File: src/rtl/dms_pkg.sv
package dms_pkg;
    typedef enum logic [0:0] {
        ST_BLANK = 1'b0,
        ST_DRIVE = 1'b1
    } scan_state_e;
endpackage

File: src/rtl/dms_clk_select.sv
module dms_clk_select #(
    parameter int SYNC_STAGES = 2
) (
    input  logic clk,
    input  logic rst_n,
    input  logic clk_sel_i,
    input  logic osc_tick_i,
    input  logic ext_clk_i,
    output logic src_tick_o
);
    localparam int SH_W = SYNC_STAGES + 1;

    logic [SH_W-1:0] ext_sh_q;
    logic            ext_rise;

    always_ff @(posedge clk or negedge rst_n) begin
        if (!rst_n) ext_sh_q <= '0;
        else        ext_sh_q <= {ext_sh_q[SH_W-2:0], ext_clk_i};
    end

    assign ext_rise   = ext_sh_q[SH_W-2] & ~ext_sh_q[SH_W-1];
    assign src_tick_o = clk_sel_i ? osc_tick_i : ext_rise;

    // With the external pin selected, ticks are edge pulses and never last two cycles.
    assert_ext_single_R4: assert property (@(posedge clk) disable iff (!rst_n)
        (!clk_sel_i && $past(!clk_sel_i) && src_tick_o) |=> !(src_tick_o && !clk_sel_i));
endmodule

File: src/rtl/dms_scan_ctrl.sv
module dms_scan_ctrl
    import dms_pkg::*;
#(
    parameter int PRESCALE  = 32,
    parameter int ROWS      = 10,
    parameter int ROW_W     = 4,
    parameter int MID_DIV   = 7,
    parameter int BLINK_DIV = 128
) (
    input  logic             clk,
    input  logic             rst_n,
    input  logic             soft_rst_i,
    input  logic             src_tick_i,
    output logic [ROW_W-1:0] row_o,
    output scan_state_e      state_o,
    output logic             blink_on_o
);
    localparam int PW = (PRESCALE  > 1) ? $clog2(PRESCALE)  : 1;
    localparam int MW = (MID_DIV   > 1) ? $clog2(MID_DIV)   : 1;
    localparam int BW = (BLINK_DIV > 1) ? $clog2(BLINK_DIV) : 1;

    scan_state_e      state_q, state_d;
    logic [PW-1:0]    presc_q;
    logic [ROW_W-1:0] row_q;
    logic [MW-1:0]    mid_q;
    logic [BW-1:0]    blk_q;
    logic             blink_on_q;
    logic             scan_tick, frame_wrap, mid_wrap, blink_wrap;

    assign scan_tick  = src_tick_i && (presc_q == PW'(PRESCALE - 1));
    assign frame_wrap = scan_tick  && (row_q == ROW_W'(ROWS - 1));
    assign mid_wrap   = frame_wrap && (mid_q == MW'(MID_DIV - 1));
    assign blink_wrap = mid_wrap   && (blk_q == BW'(BLINK_DIV - 1));

    // next-state: light on a source tick, step on the last prescaler tick
    always_comb begin
        state_d = state_q;
        unique case (state_q)
            ST_BLANK: if (src_tick_i) state_d = ST_DRIVE;
            ST_DRIVE: if (scan_tick)  state_d = ST_BLANK;
            default:  state_d = ST_BLANK;
        endcase
    end

    always_ff @(posedge clk or negedge rst_n) begin
        if (!rst_n)          state_q <= ST_BLANK;
        else if (soft_rst_i) state_q <= ST_BLANK;
        else                 state_q <= state_d;
    end

    always_ff @(posedge clk or negedge rst_n) begin
        if (!rst_n) begin
            presc_q    <= '0;
            row_q      <= '0;
            mid_q      <= '0;
            blk_q      <= '0;
            blink_on_q <= 1'b1;
        end else if (soft_rst_i) begin
            presc_q    <= '0;
            row_q      <= '0;
            mid_q      <= '0;
            blk_q      <= '0;
            blink_on_q <= 1'b1;
        end else begin
            if (src_tick_i) presc_q <= scan_tick ? '0 : presc_q + 1'b1;
            if (scan_tick)  row_q   <= frame_wrap ? '0 : row_q + 1'b1;
            if (frame_wrap) mid_q   <= mid_wrap ? '0 : mid_q + 1'b1;
            if (mid_wrap)   blk_q   <= blink_wrap ? '0 : blk_q + 1'b1;
            if (blink_wrap) blink_on_q <= ~blink_on_q;
        end
    end

    assign row_o      = row_q;
    assign state_o    = state_q;
    assign blink_on_o = blink_on_q;

    assert_row_range_R2: assert property (@(posedge clk) disable iff (!rst_n)
        row_q < ROW_W'(ROWS));
    // the row only moves on entry to the dark state
    assert_row_moves_dark_R3: assert property (@(posedge clk) disable iff (!rst_n)
        !$stable(row_q) |-> (state_q == ST_BLANK));
    assert_restart_R8: assert property (@(posedge clk) disable iff (!rst_n)
        soft_rst_i |=> (row_q == '0) && blink_on_q && (state_q == ST_BLANK));
    // the blink phase flips only at the start of a frame
    assert_blink_frame_R7: assert property (@(posedge clk) disable iff (!rst_n)
        !$stable(blink_on_q) |-> ((row_q == '0) && (state_q == ST_BLANK)));
endmodule

File: src/rtl/dms_col_build.sv
module dms_col_build #(
    parameter int DIGITS  = 8,
    parameter int GROUPS  = 2,
    parameter int GLYPH_W = 5,
    parameter int GLYPH_H = 5,
    parameter int CODE_W  = 7,
    parameter int ROW_W   = 4
) (
    input  logic [ROW_W-1:0]                       row_i,
    input  logic                                   blink_on_i,
    input  logic [DIGITS*(CODE_W+1)-1:0]           char_codes_i,
    input  logic [DIGITS-1:0]                      flash_i,
    output logic [(DIGITS/GROUPS)*CODE_W-1:0]      glyph_code_o,
    output logic [DIGITS/GROUPS-1:0]               glyph_page_o,
    output logic [$clog2(GLYPH_H)-1:0]             glyph_row_o,
    input  logic [(DIGITS/GROUPS)*GLYPH_W-1:0]     glyph_cols_i,
    output logic [(DIGITS/GROUPS)*GLYPH_W-1:0]     col_o
);
    localparam int DPG   = DIGITS / GROUPS;
    localparam int GRW   = $clog2(GLYPH_H);
    localparam int IW    = $clog2(DIGITS);
    localparam int ENT_W = CODE_W + 1;

    logic [ROW_W-1:0] grp, grow;

    always_comb begin
        grp  = row_i / ROW_W'(GLYPH_H);
        grow = row_i - grp * ROW_W'(GLYPH_H);
    end

    assign glyph_row_o = grow[GRW-1:0];

    for (genvar n = 0; n < DPG; n++) begin : g_slot
        logic [IW-1:0]    idx;
        logic [ENT_W-1:0] ent;
        logic             dark;

        assign idx  = IW'(grp) * IW'(DPG) + IW'(n);
        assign ent  = char_codes_i[idx * ENT_W +: ENT_W];
        assign dark = flash_i[idx] & ~blink_on_i;

        assign glyph_code_o[n*CODE_W +: CODE_W]  = ent[CODE_W-1:0];
        assign glyph_page_o[n]                   = ent[CODE_W];
        assign col_o[n*GLYPH_W +: GLYPH_W]       = dark ? '0 : glyph_cols_i[n*GLYPH_W +: GLYPH_W];
    end
endmodule

File: src/rtl/dms_refresh_seq.sv
module dms_refresh_seq
    import dms_pkg::*;
#(
    parameter int DIGITS    = 8,
    parameter int GROUPS    = 2,
    parameter int GLYPH_W   = 5,
    parameter int GLYPH_H   = 5,
    parameter int CODE_W    = 7,
    parameter int PRESCALE  = 32,
    parameter int MID_DIV   = 7,
    parameter int BLINK_DIV = 128
) (
    input  logic                                  clk,
    input  logic                                  rst_n,
    input  logic                                  soft_rst_i,
    input  logic                                  clk_sel_i,
    input  logic                                  osc_tick_i,
    input  logic                                  ext_clk_i,
    input  logic [DIGITS*(CODE_W+1)-1:0]          char_codes_i,
    input  logic [DIGITS-1:0]                     flash_i,
    output logic [(DIGITS/GROUPS)*CODE_W-1:0]     glyph_code_o,
    output logic [DIGITS/GROUPS-1:0]              glyph_page_o,
    output logic [$clog2(GLYPH_H)-1:0]            glyph_row_o,
    input  logic [(DIGITS/GROUPS)*GLYPH_W-1:0]    glyph_cols_i,
    output logic [GROUPS*GLYPH_H-1:0]             row_en_o,
    output logic [(DIGITS/GROUPS)*GLYPH_W-1:0]    col_o
);
    localparam int ROWS  = GROUPS * GLYPH_H;
    localparam int DPG   = DIGITS / GROUPS;
    localparam int COLS  = DPG * GLYPH_W;
    localparam int ROW_W = $clog2(ROWS);

    logic             src_tick;
    logic [ROW_W-1:0] row;
    scan_state_e      state;
    logic             blink_on;
    logic [COLS-1:0]  cols_built;

    dms_clk_select #(.SYNC_STAGES(2)) u_clk_sel (
        .clk        (clk),
        .rst_n      (rst_n),
        .clk_sel_i  (clk_sel_i),
        .osc_tick_i (osc_tick_i),
        .ext_clk_i  (ext_clk_i),
        .src_tick_o (src_tick)
    );

    dms_scan_ctrl #(
        .PRESCALE  (PRESCALE),
        .ROWS      (ROWS),
        .ROW_W     (ROW_W),
        .MID_DIV   (MID_DIV),
        .BLINK_DIV (BLINK_DIV)
    ) u_scan (
        .clk        (clk),
        .rst_n      (rst_n),
        .soft_rst_i (soft_rst_i),
        .src_tick_i (src_tick),
        .row_o      (row),
        .state_o    (state),
        .blink_on_o (blink_on)
    );

    dms_col_build #(
        .DIGITS  (DIGITS),
        .GROUPS  (GROUPS),
        .GLYPH_W (GLYPH_W),
        .GLYPH_H (GLYPH_H),
        .CODE_W  (CODE_W),
        .ROW_W   (ROW_W)
    ) u_cols (
        .row_i        (row),
        .blink_on_i   (blink_on),
        .char_codes_i (char_codes_i),
        .flash_i      (flash_i),
        .glyph_code_o (glyph_code_o),
        .glyph_page_o (glyph_page_o),
        .glyph_row_o  (glyph_row_o),
        .glyph_cols_i (glyph_cols_i),
        .col_o        (cols_built)
    );

    // output process: dark in ST_BLANK, one row plus data in ST_DRIVE
    always_comb begin
        row_en_o = '0;
        col_o    = '0;
        unique case (state)
            ST_BLANK: begin
                row_en_o = '0;
                col_o    = '0;
            end
            ST_DRIVE: begin
                row_en_o = ROWS'(1) << row;
                col_o    = cols_built;
            end
            default: ;
        endcase
    end

    assert_onehot_rows_R2: assert property (@(posedge clk) disable iff (!rst_n)
        $onehot0(row_en_o));
    assert_no_direct_handover_R3: assert property (@(posedge clk) disable iff (!rst_n)
        (row_en_o != '0) |=> (row_en_o == '0) || (row_en_o == $past(row_en_o)));
    assert_dark_cols_R3: assert property (@(posedge clk) disable iff (!rst_n)
        (row_en_o == '0) |-> (col_o == '0));

    for (genvar d = 0; d < DIGITS; d++) begin : g_flash_chk
        localparam int GRP  = d / DPG;
        localparam int SLOT = d % DPG;
        assert_flash_dark_R7: assert property (@(posedge clk) disable iff (!rst_n)
            ((row / ROW_W'(GLYPH_H)) == ROW_W'(GRP) && flash_i[d] && !blink_on)
                |-> (col_o[SLOT*GLYPH_W +: GLYPH_W] == '0));
    end
endmodule

File: config.mk
export PLATFORM = sky130hd
export DESIGN_NAME = dms_refresh_seq
export DESIGN_NICKNAME = d
export VERILOG_FILES = /design/src/rtl/dms_pkg.sv /design/src/rtl/dms_clk_select.sv /design/src/rtl/dms_scan_ctrl.sv /design/src/rtl/dms_col_build.sv /design/src/rtl/dms_refresh_seq.sv
export SDC_FILE = /design/constraint.sdc
export NUM_CORES = 1
export LEC_CHECK = 0
export BUFFER_PORTS_ARGS = -buffer_cell sky130_fd_sc_hd__buf_2
export CAP_MARGIN = 20
export CORE_MARGIN = 2
export CORE_UTILIZATION = 46
export CTS_CLUSTER_DIAMETER = 100
export DETAILED_ROUTE_END_ITERATION = 10
export PLACE_DENSITY_LB_ADDON = 0.1
export SLEW_MARGIN = 5
export SYNTH_ARGS = -nofsm -noshare
export SYNTH_HDL_FRONTEND = slang
export SYNTH_SLANG_ARGS = --single-unit
export TNS_END_PERCENT = 100
File: constraint.sdc
create_clock -name clk -period 4.1 [get_ports clk]
set_input_delay 0.205 -clock clk [delete_from_list [all_inputs] [get_ports clk]]
set_output_delay 0.205 -clock clk [all_outputs]
set_load 0.02 [all_outputs]
==> qor.csv, run 1 <==
metric,value,unit
Initial Util,47.2,%
"commonest cells after routing, fill and taps aside","buf_2 (162), nand2_1 (35), mux2_4 (27)",
Final Max Tran Viols,0,
pin count of the biggest net entering global routing,26,
Worst Min Path Start,ext_clk_i,
full die area,0.00580,mm^2
layout cell share with drive strength beyond 1,49.9,%
post-layout minimum cycle time,3.55,ns
per-cell routed wire length,14.4,um
via count,2441,
initial antenna violation count,0,
Placed Cells,480,
Pleak,1.75,nW
top post-synthesis cells by area,"dfrtp_1 (24%), mux2_4 (17%), ha_1 (7.8%), nand2_1 (5.5%), a21oi_1 (4.8%)",
area of the mapped netlist,0.00239,mm^2
I/O Pins,163,
Critical Path Sink Type,primary output,
GRT Total Usage,23.5,%
number of flops mapped to enable cells by yosys,0,
worst setup path startpoint,u_scan.row_o[2],
Synth async-reset ratio,100,%
status,completed,
clk sinks,24,
post-DP HPWL,5710,um
Worst EP required,3.89,ns
drc violations,0,
H-tree depth,1,
CTS buffer count,3,
Post-CTS Repair Setup Buffers,0,
Max Clock Freq,281,MHz
Final Cell Area,0.00326,mm^2
critical path's top delay family,adder cells,
CP cell instances,inv_1 -> ha_1 -> o31ai_4 -> or3_1 -> nand2_4 -> ha_1 -> fa_1 -> xnor2_1 -> xnor2_1 -> buf_2,
final hold vios,0,
placed cell area,0.00318,mm^2
most area-hungry cell type in the Yosys netlist,dfrtp_1,
Buf/Inv on CP,2,
unrepaired setup endpoints after global routing,no,
Setup CP Type,flip-flop to primary output,
number of global-route vias before repair,2325,
maximum vdd ir drop,0.227,mV
1st-pass router iterations,4,
Final ANT Viol Nets,0,
period utilisation layout,86.7,%
"Arr. time, crit path",3.35,ns
non-filler instance count after layout,485,
"Max FO, Critical Path",19,
Clock Skew,0.00199,ns
worst skew pair latency,0.27,ns
total grt overflow,0,
GPL Wtd Cong,0.826,
Synthesized Nets,375,
r2r startpoint,u_scan.row_o[1],
clk root buf,clkbuf_8,
Cells after Synth,261,
ANT cells,0,
num rows,26,
layout net count,530,
clock-pin slew on the worst setup and hold paths,0.09,ns
maximum buffer depth of the clock tree,2,
sequential cell area fraction in the yosys report,25.1,%
warnings from Yosys,0,
initial detailed-routing violation count,103,
Setup TNS,0,ns
Total Wirelength,6960,um
Slew @ Worst Pin,0.783,ns
vias per cell,5.03,
Post-CTS Resized,0,
Critical Path Start Type,flip-flop,
post-synthesis register bit count,24,
Slowest cell on crit path,dfrtp_1,
top_reg_cell synth,dfrtp_1,
width of the die,76.2,um
synthesized area per cell,9.18,um^2
first-pass GRT wire length,11300,um
final setup fails,0,
Unique masters post-synth,45,
final core occ,64.3,%
area added between synthesis and finish,36.3,%
total power,623,uW
TritonCTS clock tree,yes,
"commonest non-fill, non-tap cell in the layout",buf_2,
Max Cap Violations,0,
top cell type's share of synthesized area,24.0,%
crit-path max cell delay,0.61,ns
Power Dens Cells,191,mW/mm^2
die height,76.2,um
Slew HR,47.8,%
port bufs,162,
core area,0.00507,mm^2
worst min-delay path class,input port to flip-flop,
## through the flow
stage	hold WS [ns]	worst slack, ns
2_1_floorplan	-0.0906	1.17
3_3_place_gp	0.220	0.887
3_5_place_dp	0.213	0.839
4_1_cts	0.0331	0.530
5_1_grt	0.0316	0.263
6_report	0.0355	0.545
## final timing paths
check | end | slack (ns) | depth (start not counted)
worst max register to register | u_scan.blink_on_o | 1.99 | 6
min in group asynchronous | u_clk_sel.ext_sh_q[0] | 0.44 | 2
worst min register to register | u_clk_sel.ext_sh_q[1] | 0.37 | 0
worst min-delay path | u_clk_sel.ext_sh_q[0] | 0.04 | 1
worst max-delay path | glyph_row_o[2] | 0.55 | 10
max in group asynchronous | u_scan.blink_on_o | 3.29 | 2
## cell usage after synthesis (6+ instances only)
| cell | instances |
|---|---|
| a21oi_1 | 23 |
| o21ai_0 | 10 |
| or3_1 | 10 |
| nand3_1 | 6 |
| nor2_1 | 8 |
| nand2_1 | 35 |
| dfrtp_1 | 23 |
| and3_1 | 9 |
| nor3_1 | 23 |
| mux2_4 | 27 |
| ha_1 | 15 |
| inv_1 | 9 |
## power breakdown
group	switching, mW	internal, mW
sequential	0.00877	0.240
clock	0.0771	0.131
combinational	0.0861	0.0805
## sequential cells by signal, indices dropped and copies added, names as in the netlist
name and cells:
u_clk_sel.ext_sh_q 3, u_scan.row_o 4, u_scan.state_o 1, u_scan.blink_on_o 1
u_scan.presc_q 5, u_scan.blk_q 7, u_scan.mid_q 3
## logic make-up after synthesis
logic type / Yosys count / synth area share, %
buf+inv: 23 / 6.32
flops: 24 / 25.1
xor+xnor: 4 / 1.46
compound gates: 45 / 12.3
simple gates: 112 / 24.7
fa+ha+maj: 16 / 8.67
mux: 37 / 21.4
## area by class of cell
| cell class | instances | area (um^2) |
|---|---|---|
| flip-flops and latches | 24 | 602 |
| clock inverters | 1 | 30.0 |
| fillers | 457 | 1810 |
| clock buffers | 3 | 41.3 |
| multi-input cells | 214 | 1640 |
| repair buffers | 164 | 828 |
| well taps | 70 | 87.6 |
| inverters | 9 | 33.8 |
## per-layer routing
layer	track usage [%]	vias to the layer above	part of all wire [%]	wire length (um)
met1	28.4	1102	42	2910
li1	-	1238	-	-
met4	5.09	0	1.7	120
met5	0	-	0	0
met2	43.0	89	50	3470
met3	4.86	12	6.7	465
## worst register-to-register path, stage by stage (launching register included)
cell	delay, ns
dfrtp_1	0.50
inv_1	0.18
ha_1	0.20
and3b_1	0.36
o2111ai_4	0.27
o21ai_0	0.19
or3b_1	0.35
## what timing repair did
action                                 in CTS  in global routing
endpoints found under the hold margin      23                  0
setup endpoints to repair                   0                  0
hold buffers                                1                  0
No activity file was read; power rests on OpenSTA's default activity.
==> inputs of run 2 (changes only) <==
--- a/config.mk
+++ b/config.mk
@@ -12,6 +12,7 @@
 export CTS_CLUSTER_DIAMETER = 100
 export DETAILED_ROUTE_END_ITERATION = 10
 export PLACE_DENSITY_LB_ADDON = 0.1
+export RECOVER_POWER = 100
 export SLEW_MARGIN = 5
 export SYNTH_ARGS = -nofsm -noshare
 export SYNTH_HDL_FRONTEND = slang
==> qor.csv, run 2 (synthesis gave the netlist of run 1 again) <==
metric,value,unit
Slowest cell on crit path,o22ai_1,
clock-pin slew on the worst setup and hold paths,0.08,ns
final worst slack,0.465,ns
post-layout minimum cycle time,3.63,ns
Final Cell Area,0.00309,mm^2
maximum vdd ir drop,0.225,mV
initial detailed-routing violation count,89,
"worst slack, placed",0.839,ns
Total Wirelength,7070,um
layout cell share with drive strength beyond 1,34.7,%
CTS buffer count,3,
Clk pwr share,34.0,%
Initial Util,47.2,%
Post-CTS Repair Setup Buffers,0,
Critical Path Start Type,flip-flop,
Clock Skew,0.00160,ns
1st-pass router iterations,4,
reg-to-reg endpoint,u_scan.blk_q[4],
TritonCTS clock tree,yes,
hold-fix buffers at CTS,1,
port bufs,162,
Setup TNS,0,ns
"Arr. time, crit path",3.43,ns
ANT cells,0,
pin count of the biggest net entering global routing,26,
total power,607,uW
P_sw,170,uW
die height,76.2,um
P_int,437,uW
sequential share of power,41.0,%
CP cell instances,inv_1 -> ha_1 -> o31ai_4 -> o22ai_1 -> nand2_4 -> ha_1 -> fa_1 -> xnor2_1 -> xnor2_1 -> buf_2,
multi-input logic area,0.00151,mm^2
drc violations,0,
H-tree depth,1,
per-cell routed wire length,14.6,um
core area,0.00507,mm^2
total grt overflow,0,
Worst EP required,3.89,ns
"commonest cells after routing, fill and taps aside","buf_2 (127), nand2_1 (35), clkbuf_1 (35)",
Filler cells,517,
Slew @ Worst Pin,1.30,ns
Worst R2R Path Depth,6,
period utilisation layout,88.7,%
Max Clock Freq,275,MHz
FF-to-FF setup slack,1.74,ns
final setup fails,0,
placed cell area,0.00318,mm^2
worst setup path startpoint,u_scan.row_o[2],
crit-path max cell delay,0.56,ns
"commonest non-fill, non-tap cell in the layout",buf_2,
hold path depth,1,
full die area,0.00580,mm^2
worst skew pair latency,0.27,ns
width of the die,76.2,um
unrepaired setup endpoints after global routing,no,
Biggest register,u_scan.blk_q,
Final Max Tran Viols,0,
initial antenna violation count,0,
Critical Path Sink Type,primary output,
first-pass GRT wire length,11300,um
Comb power frac,25.0,%
worst min-delay path class,input port to flip-flop,
final hold vios,0,
number of global-route vias before repair,2325,
FF/Latch Area,602,um^2
status,completed,
Sw Ratio,28.0,%
Power Dens Cells,197,mW/mm^2
GRT Total Usage,23.5,%
Setup CP Type,flip-flop to primary output,
I/O Pins,163,
maximum buffer depth of the clock tree,2,
num rows,26,
Post-CTS Resized,0,
clk root buf,clkbuf_8,
clk sinks,24,
CP Capture Point,glyph_row_o[2],
final core occ,60.9,%
Slew HR,13.3,%
Max Cap Violations,0,
GPL Wtd Cong,0.826,
r2r startpoint,u_scan.row_o[1],
layout net count,530,
via count,2449,
Pleak,1.53,nW
max reg flops,7,
Final ANT Viol Nets,0,
"Max FO, Critical Path",19,
vias per cell,5.05,
area added between synthesis and finish,29.0,%
post-DP HPWL,5710,um
## run 2: worst min path at each step
stage,from,slack [ns],end
final,ext_clk_i,0.04,u_clk_sel.ext_sh_q[0]
after detailed placement,rst_n,0.21,u_clk_sel.ext_sh_q[0]
after global placement,rst_n,0.22,u_clk_sel.ext_sh_q[0]
after global routing,ext_clk_i,0.03,u_clk_sel.ext_sh_q[0]
after CTS,ext_clk_i,0.03,u_clk_sel.ext_sh_q[0]
after floorplan,rst_n,-0.09,u_clk_sel.ext_sh_q[0]
## run 2: final cells by class
| type | instances | share of cell area [%] |
|---|---|---|
| multi-input cells | 214 | 49.0 |
| inverters | 9 | 1.09 |
| repair buffers | 164 | 25.3 |
| clock inverters | 1 | 0.972 |
| well taps | 70 | 2.84 |
| clock buffers | 3 | 1.34 |
| flip-flops and latches | 24 | 19.5 |
## run 2: stage by stage
stage | instances | hold slack [ns]
floorplan | 261 | -0.0906
global placement | 480 | 0.220
detailed placement | 480 | 0.213
CTS | 485 | 0.0331
global route | 485 | 0.0316
finish | 485 | 0.0365
## run 2: layer usage
layer  track usage [%]  part of all wire (%)  vias to the layer above
li1                  -                     -                     1237
met1              28.4                    43                     1111
met2              43.0                    49                       91
met3              4.86                   6.8                       10
met4              5.09                   1.6                        0
met5                 0                     0                        -
## run 2: worst max-delay path: cells and delay by family (launching register included)
kind,cells,cell delay [ns]
buffers and inverters,2,0.42
AOI/OAI and AO/OA,2,0.66
and+or+nand+nor,1,0.31
DFF,1,0.54
xor gates and xnor gates,2,0.30
adders and majority gates,3,0.94
## run 2: power by group through the flow
| stage | combinational [mW] | sequential, mW | clock [mW] |
|---|---|---|---|
| after floorplan | 0.0899 | 0.247 | 0 |
| after global placement | 0.164 | 0.253 | 0 |
| after detailed placement | 0.167 | 0.254 | 0 |
| after CTS | 0.168 | 0.249 | 0.210 |
| after global routing | 0.166 | 0.250 | 0.226 |
| final | 0.152 | 0.249 | 0.207 |
==> inputs of run 3 (changes only) <==
--- a/config.mk
+++ b/config.mk
@@ -8,7 +8,7 @@
 export BUFFER_PORTS_ARGS = -buffer_cell sky130_fd_sc_hd__buf_2
 export CAP_MARGIN = 20
 export CORE_MARGIN = 2
-export CORE_UTILIZATION = 46
+export CORE_UTILIZATION = 48
 export CTS_CLUSTER_DIAMETER = 100
 export DETAILED_ROUTE_END_ITERATION = 10
 export PLACE_DENSITY_LB_ADDON = 0.1
@@ -16,5 +16,6 @@
 export SLEW_MARGIN = 5
 export SYNTH_ARGS = -nofsm -noshare
 export SYNTH_HDL_FRONTEND = slang
+export SYNTH_HIERARCHICAL = 1
 export SYNTH_SLANG_ARGS = --single-unit
 export TNS_END_PERCENT = 100
==> qor.csv, run 3 <==
metric,value,unit
Final Cell Area,0.00335,mm^2
top cell type's share of synthesized area,21.8,%
FF/Latch Area,602,um^2
Synth async-reset ratio,100,%
Worst Hold End,u_clk_sel/ext_sh_q[0],
first-pass GRT wire length,11100,um
Setup TNS,0,ns
Max Clock Freq,268,MHz
port bufs,162,
top cells by instance count after synthesis,"nand2_1 (31), mux2_4 (27), nor3_1 (27)",
"Max FO, Critical Path",17,
clk sinks,24,
pin count of the biggest net entering global routing,27,
r2r startpoint,u_scan/presc_q[0],
most area-hungry cell type in the Yosys netlist,dfrtp_1,
H-tree depth,1,
post-DP HPWL,5650,um
Synthesized Nets,399,
final hold vios,0,
area added between synthesis and finish,26.8,%
Critical Path Start Type,flip-flop,
"commonest cells after routing, fill and taps aside","buf_2 (112), clkbuf_1 (51), nand2_1 (32)",
multi-input logic area,0.00179,mm^2
number of global-route vias before repair,2356,
Biggest register,u_scan/blk_q,
layout net count,558,
critical path's top delay family,adder cells,
width of the die,78.2,um
die height,78.2,um
Power Dens Cells,164,mW/mm^2
ANT cells,0,
Post-CTS Resized,0,
Buf/Inv on CP,3,
top post-synthesis cells by area,"dfrtp_1 (22%), mux2_4 (15%), nor3_1 (5.1%), and2_1 (5.0%), ha_1 (4.7%)",
Slowest cell on crit path,dfrtp_1,
clock-pin slew on the worst setup and hold paths,0.08,ns
Worst Min Path Start,ext_clk_i,
Slew HR,15.6,%
final setup fails,0,
reg-to-reg endpoint,u_scan/blink_on_o,
"Arr. time, crit path",3.52,ns
status,completed,
num rows,27,
initial antenna violation count,0,
Setup CP Type,flip-flop to primary output,
Final Max Tran Viols,0,
Initial Util,48.9,%
Cells after Synth,290,
maximum buffer depth of the clock tree,2,
Final ANT Viol Nets,0,
warnings from Yosys,6,
GPL Wtd Cong,0.811,
total grt overflow,0,
Critical Path Sink Type,primary output,
post-synthesis register bit count,24,
Worst EP required,3.89,ns
worst min-delay path class,input port to flip-flop,
hold-fix buffers at CTS,1,
I/O Pins,163,
GRT Total Usage,21.9,%
area of the mapped netlist,0.00264,mm^2
layout cell share with drive strength beyond 1,35.3,%
most frequent CP cell,xnor2_1,
core area,0.00541,mm^2
Max Cap Violations,0,
Unique masters post-synth,50,
vias per cell,5.02,
maximum vdd ir drop,0.154,mV
"commonest non-fill, non-tap cell in the layout",buf_2,
Clock Skew,0.00454,ns
initial detailed-routing violation count,89,
clk root buf,clkbuf_8,
synthesized area per cell,9.11,um^2
CTS buffer count,3,
placed cell area,0.00345,mm^2
unrepaired setup endpoints after global routing,no,
crit-path max cell delay,0.62,ns
Post-CTS Repair Setup Buffers,0,
number of flops mapped to enable cells by yosys,0,
max reg flops,7,
"count leader, synth",nand2_1,
1st-pass router iterations,4,
period utilisation layout,90.9,%
per-cell routed wire length,13.8,um
sequential cell area fraction in the yosys report,22.8,%
drc violations,0,
FF-to-FF setup slack,1.30,ns
TritonCTS clock tree,yes,
CP cell instances,inv_1 -> ha_1 -> nor2b_1 -> and3_2 -> a21o_2 -> buf_4 -> mux2i_1 -> fa_1 -> xnor2_1 -> xnor2_1 -> clkbuf_1,
hold path depth,1,
post-layout minimum cycle time,3.73,ns
via count,2612,
Slew @ Worst Pin,1.27,ns
Filler cells,569,
Total Wirelength,7160,um
full die area,0.00611,mm^2
worst skew pair latency,0.26,ns
Worst R2R Path Depth,7,
top_reg_cell synth,dfrtp_1,
Pleak,1.59,nW
[run 3: changes by cell type after synthesis, moves of 5 or more]
cell / change
a21oi_1: -7
and2_1: +17
or3_1: -10
and3_1: -8
nand4_1: +7
and3_2: +5
nor2_1: +16
ha_1: -5
xnor2_1: +5
[run 3: worst register-to-register path, stage by stage (launching register included)]
cell	delay [ns]
dfrtp_1	0.42
ha_1	0.21
and3_1	0.16
ha_1	0.33
nand2_1	0.32
nor3_1	0.36
nor3b_1	0.65
mux2i_1	0.26
[run 3: area by class of cell]
type | instances | share of cell area, %
multi-input cells | 242 | 53.4
repair buffers | 166 | 23.2
flip-flops and latches | 24 | 18.0
well taps | 72 | 2.69
clock buffers | 4 | 1.35
inverters | 12 | 1.35
[run 3: worst max-delay path by stage]
stage | depth (start not counted) | slack, ns | end | startpoint
after floorplan | 11 | 0.89 | glyph_row_o[2] | u_scan/row_o[2]
after global placement | 11 | 0.82 | glyph_row_o[2] | u_scan/row_o[1]
after detailed placement | 11 | 0.73 | glyph_row_o[2] | u_scan/row_o[1]
after CTS | 11 | 0.42 | glyph_row_o[2] | u_scan/row_o[1]
after global routing | 11 | 0.11 | glyph_row_o[2] | u_scan/row_o[1]
final | 11 | 0.37 | glyph_row_o[2] | u_scan/row_o[1]
[run 3: per-stage QoR]
step	power (mW)	utilization [%]	std cells	hold slack, ns	worst slack, ns
floorplan	0.343	-	290	-0.0906	0.886
global placement	0.421	63.8	515	0.215	0.822
detailed placement	0.424	63.8	515	0.216	0.728
CTS	0.567	64.8	520	0.0341	0.423
global route	0.581	61.9	520	0.0331	0.110
finish	0.548	61.9	520	0.0412	0.372
[run 3: metal layers]
layer  track usage, %  wire, um  up-vias
li1                 -         -     1332
met1             27.7      3110     1198
met2             39.9      3580       78
met3             3.10       431        4
met4             3.68        31        0
met5                0         0        -
[run 3: power breakdown]
part / switching, mW / internal [mW] / leakage (nW)
clock network: 0.0705 / 0.0693 / 0.0228
registers: 0.00688 / 0.240 / 0.323
logic: 0.0873 / 0.0740 / 1.24
total: 0.165 / 0.383 / 1.59
[run 3: cell families after synthesis]
family	count (synthesis)	synth area share (%)
buf+inv	24	6.21
fa+ha+maj	11	5.50
xor+xnor	10	3.32
simple gates	152	32.9
compound gates	35	11.1
flops	24	22.8
mux	34	18.2
